**src/rtl/dbnc_pkg.sv**
```systemverilog
package dbnc_pkg;

    // Width of the per-pin window exponent
    localparam int EXP_W = 3;
    // Counter width able to hold the largest window, 2^(2^EXP_W - 1)
    localparam int CNT_W = 1 << EXP_W;

    typedef logic [EXP_W-1:0] exp_t;
    typedef logic [CNT_W-1:0] cnt_t;

    // Settings that, when changed, restart a pin's count
    typedef struct packed {
        logic enable;
        exp_t expo;
    } pin_cfg_t;

    // Per-pin filter state
    typedef struct packed {
        logic level;
        cnt_t ticks;
    } pin_state_t;

    // Number of millisecond ticks in the stable window for exponent e
    function automatic cnt_t window_ticks(input exp_t e);
        return cnt_t'(1) << e;
    endfunction

endpackage

```
**src/rtl/ms_prescaler.sv**
```systemverilog
module ms_prescaler #(
    parameter int CLKS_PER_MS = 250000
) (
    input  logic clk_i,
    input  logic rst_i,
    output logic tick_o
);

    localparam int DIV_W = (CLKS_PER_MS > 1) ? $clog2(CLKS_PER_MS) : 1;
    localparam logic [DIV_W-1:0] LAST = DIV_W'(CLKS_PER_MS - 1);

    logic [DIV_W-1:0] div_q;

    assign tick_o = (div_q == LAST);

    always_ff @(posedge clk_i) begin
        if (rst_i) begin
            div_q <= '0;
        end else if (tick_o) begin
            div_q <= '0;
        end else begin
            div_q <= div_q + 1'b1;
        end
    end

endmodule

```
**src/rtl/pin_debounce.sv**
```systemverilog
module pin_debounce
    import dbnc_pkg::*;
(
    input  logic clk_i,
    input  logic rst_i,
    input  logic tick_i,
    input  logic raw_i,
    input  logic en_i,
    input  exp_t exp_i,
    output logic filt_o
);

    pin_state_t st_q;
    pin_state_t st_d;
    pin_cfg_t   cfg_q;
    pin_cfg_t   cfg_now;
    logic       cfg_changed;
    logic [CNT_W:0] ticks_inc;
    cnt_t       win;

    assign cfg_now     = '{enable: en_i, expo: exp_i};
    assign cfg_changed = (cfg_now != cfg_q);
    assign win         = window_ticks(exp_i);
    assign ticks_inc   = {1'b0, st_q.ticks} + 1'b1;

    always_comb begin
        st_d = st_q;
        if (!en_i) begin
            st_d.level = raw_i;
            st_d.ticks = '0;
        end else if (cfg_changed || (raw_i == st_q.level)) begin
            st_d.ticks = '0;
        end else if (tick_i) begin
            if (ticks_inc >= {1'b0, win}) begin
                st_d.level = raw_i;
                st_d.ticks = '0;
            end else begin
                st_d.ticks = ticks_inc[CNT_W-1:0];
            end
        end
    end

    always_ff @(posedge clk_i) begin
        if (rst_i) begin
            st_q.level <= raw_i;
            st_q.ticks <= '0;
            cfg_q      <= cfg_now;
        end else begin
            st_q  <= st_d;
            cfg_q <= cfg_now;
        end
    end

    assign filt_o = en_i ? st_q.level : raw_i;

endmodule

```
**src/rtl/pin_debounce_array.sv**
```systemverilog
module pin_debounce_array
    import dbnc_pkg::*;
#(
    parameter int NUM_PINS    = 8,
    parameter int CLKS_PER_MS = 250000
) (
    input  logic                           clk_i,
    input  logic                           rst_i,
    input  logic [NUM_PINS-1:0]            raw_i,
    input  logic [NUM_PINS-1:0]            dbnc_en_i,
    input  logic [NUM_PINS-1:0][EXP_W-1:0] dbnc_exp_i,
    output logic [NUM_PINS-1:0]            filt_o,
    output logic                           ms_tick_o
);

    logic tick;

    ms_prescaler #(
        .CLKS_PER_MS(CLKS_PER_MS)
    ) presc_i (
        .clk_i (clk_i),
        .rst_i (rst_i),
        .tick_o(tick)
    );

    assign ms_tick_o = tick;

    for (genvar p = 0; p < NUM_PINS; p++) begin : g_pin
        pin_debounce filt_i (
            .clk_i (clk_i),
            .rst_i (rst_i),
            .tick_i(tick),
            .raw_i (raw_i[p]),
            .en_i  (dbnc_en_i[p]),
            .exp_i (dbnc_exp_i[p]),
            .filt_o(filt_o[p])
        );
    end

endmodule

```
**config.mk**
```make
export PLATFORM = sky130hd
export DESIGN_NAME = pin_debounce_array
export DESIGN_NICKNAME = d
export VERILOG_FILES = /design/src/rtl/dbnc_pkg.sv /design/src/rtl/ms_prescaler.sv /design/src/rtl/pin_debounce.sv /design/src/rtl/pin_debounce_array.sv
export SDC_FILE = /design/constraint.sdc
export NUM_CORES = 1
export LEC_CHECK = 0
export BUFFER_PORTS_ARGS = -buffer_cell sky130_fd_sc_hd__buf_4
export CORE_MARGIN = 10
export CORE_UTILIZATION = 55
export DETAILED_ROUTE_END_ITERATION = 10
export GPL_ROUTABILITY_DRIVEN = 0
export PLACE_DENSITY = 0.73
export REMOVE_ABC_BUFFERS = 1
export SETUP_SLACK_MARGIN = 0.4
export SYNTH_ARGS = -nofsm -noshare
export SYNTH_HDL_FRONTEND = slang
export SYNTH_SLANG_ARGS = --single-unit
```
**constraint.sdc**
```tcl
create_clock -name clk_i -period 4.2 [get_ports clk_i]
set_clock_uncertainty 0.15 [all_clocks]
set_input_delay 0 -clock clk_i [delete_from_list [all_inputs] [get_ports clk_i]]
set_output_delay 0 -clock clk_i [all_outputs]
set_load 0.02 [all_outputs]
```
==> impl_metrics.yaml <==
run_status:
  status: "finished, final reports clean"
synthesis:
  ys_types: 60
  async_reset_ff_frac: 0
  yosys_warnings: 0
  syn_avg_cell_area_um2: 8.40
  yosys_register_bits: 122
  ys.flop_type: "dfxtp_1"
  mappedNetlistArea_mm2: 0.00786
  ys_seq_area_frac: 0.321
  postSynthCellCount: 935
  synth_edf_count: 8
setup_path:
  criticalPathCategory: "reg -> reg"
  cp-start-kind: "register"
  path_cells: "ha_1, nand3_1, nor2_1, xor2_1, ha_1, a2111oi_0, o21ai_0, and2_1, or4b_1, a21oi_1"
  rr_startpoint: "g_pin[7].filt_i.st_q[0]$_SDFFE_PP0P_"
  worstPathArrival_ps: 3550
  cpLargestDelayFamily: "simple AND/OR/NAND/NOR gates"
  crit_fanout: 6
  crit_required_ps: 4390
  crit_slowest_cell: "or4b_1"
  max_stage_delay_ps: 510
  crit_top_cell: "ha_1"
  end_kind: "register"
  crit_buf_inv: 0
  cp-startpoint: "g_pin[7].filt_i.st_q[0]$_SDFFE_PP0P_"
timing:
  max_freq_ghz: 0.298
  rsz0062_at_grt: "no"
  tns_ps: 0
  holdWs_ps: 110
  finalSetupViolCount: 0
  min_period_ps: 3360
  worst_pin_slew_ps: 721
  relSlewSlack: 0.514
  finalWorstSetupSlack_ps: 839
  hold_viol: 0
  finalCritPeriodShare: 0.800
  finalMaxSlewViolations: 0
final_layout:
  layout_commonest_cell: "dfxtp_1"
  num_antenna_cells: 0
  layout-drive-gt1-share: 0.113
  final_util: 0.669
  area_delta_synth_final_pct: 18.7
  stdcell_area_mm2: 0.00933
  fin_nets: 1112
  fin_cells: 1190
  final_cell_mix: "dfxtp_1, nand2_1, nor2_1"
detailed_routing:
  wire_per_inst_um: 14.7
  vias: 6723
  drt_iter0_drc: 314
  viasPerCell: 5.65
  dr.pass1.iters: 5
  ant_nets: 0
  drc: 0
  drt_wl_total_um: 17500
run:
  maxCapViolCount: 0
grt:
  grt_usage: 0.179
  grt.overflow.total: 0
  grt_pass1_vias: 6520
  grt_max_degree: 33
  grt_pass1_wl_um: 30100
  antenna_found_initial: 0
clock_tree:
  clock-sinks: 122
  cts_htree_levels: 4
  clkLatencyLatePin_ps: 420
  clk_path_buf_depth: 2
  cts_tree: "done"
  numCtsBuffers: 17
  ctsResizeCount: 0
  cts_root_buf: "clkbuf_16"
  clkSlewWorstSetupHoldPaths_ps: 60
place:
  dpl.cell_count: 1117
  place.port_buffers: 50
  hpwl_um: 12100
  dp_slack_ps: 911
  post_dp_cell_area_mm2: 0.00825
floorplanning:
  die_area_mm2: 0.0195
  die_h_um: 140
  io_pins: 51
  die_w_um: 140
  initial_core_util: 0.564
  row_count: 43
  fp.coreArea_mm2: 0.0139
power_and_ir_drop:
  powerDensity_mw_per_mm2: 332
  p_leak_nw: 3.81
  total_power_mw: 3.10
  ir_drop_mv: 0.277
hold_path:
  holdCritStartpoint: "dbnc_en_i[7]"
  min_path_type: "in -> reg"
registers in the layout, indices dropped and copies added (netlist names):
name / cells
g_pin.filt_i.st_q: 72
g_pin.filt_i.cfg_q: 32
presc_i.div_q: 18
worst reg2reg max path: stages, from the launching register on:
cell       delay (ps)
dfxtp_1           430
ha_1              250
nand3_1           190
nor2_1            170
xor2_1            220
ha_1              270
a2111oi_0         400
o21ai_0           230
and2_1            290
or4b_1            520
a21oi_1           160
report_power, final:
part           internal (mW)  switching (mW)  leakage, nW  total [mW]
combinational          0.136           0.148         2.46       0.284
sequential              1.20          0.0133         1.02        1.21
clock                   1.10           0.505        0.327        1.60
total                   2.43           0.667         3.81        3.10
synthesized netlist by cell type (all sizes together), types with 3 or more instances:
cell type | number | area [um2]
nand4b | 5 | 43.8
a221oi | 4 | 35.0
or3 | 5 | 31.3
nor2b | 11 | 68.8
or4b | 3 | 33.8
nor2 | 76 | 285
buf | 12 | 86.3
mux2 | 8 | 90.1
clkbuf | 40 | 150
a21oi | 42 | 210
xor2 | 53 | 464
a21boi | 9 | 67.6
nand3 | 61 | 305
o31ai | 4 | 30.0
nand2 | 86 | 323
dfxtp | 114 | 2280
nand2b | 12 | 75.1
nand4 | 20 | 131
nor3 | 27 | 135
o21ai | 50 | 250
o21a | 7 | 52.6
a31oi | 9 | 56.3
nor3b | 4 | 30.0
ha | 73 | 913
a21o | 8 | 60.1
and2 | 6 | 37.5
or3b | 13 | 114
a2111oi | 4 | 41.3
edfxtp | 8 | 240
a22o | 8 | 70.1
xnor2 | 45 | 394
nand3b | 24 | 180
inv | 23 | 86.3
or4 | 13 | 105
nor4 | 9 | 92.6
and3 | 19 | 120
layer usage:
layer,vias up,share of wire,track usage
met4,0,0.013,0.0538
met1,3123,0.46,0.223
li1,3461,-,-
met3,16,0.051,0.0476
met5,-,0,0
met2,123,0.48,0.296
timing repair:
action,in CTS,in global routing
hold buffers,41,0
endpoints found under the hold margin,53,0
buffers inserted,0,0
area by class of cell:
cell class | instances | area, um2
Fill cell | 1122 | 4610
Timing Repair Buffer | 95 | 816
Tap cell | 180 | 225
Inverter | 24 | 90.1
Clock inverter | 4 | 95.1
Clock buffer | 28 | 569
Multi-Input combinational cell | 737 | 5010
Sequential cell | 122 | 2520
logic make-up after synthesis:
family	count (synthesis)	synth area share
flops	122	0.321
buf+inv	76	0.0416
fa+ha+maj	73	0.116
xor+xnor	98	0.109
compound gates	159	0.126
mux	8	0.0115
simple gates	399	0.274
path summary, 6_finish.rpt:
| check | cells after the start | end | slack, ps |
|---|---|---|---|
| worst max-delay path | 10 | g_pin[7].filt_i.st_q[2]$_SDFFE_PP0P_ | 840 |
| worst min-delay path | 2 | g_pin[7].filt_i.cfg_q[3]$_DFF_P_ | 110 |
| worst max register to register | 10 | g_pin[7].filt_i.st_q[2]$_SDFFE_PP0P_ | 840 |
| worst min register to register | 2 | g_pin[6].filt_i.st_q[7]$_SDFFE_PP0P_ | 290 |
No activity file was read; power rests on OpenSTA's default activity.
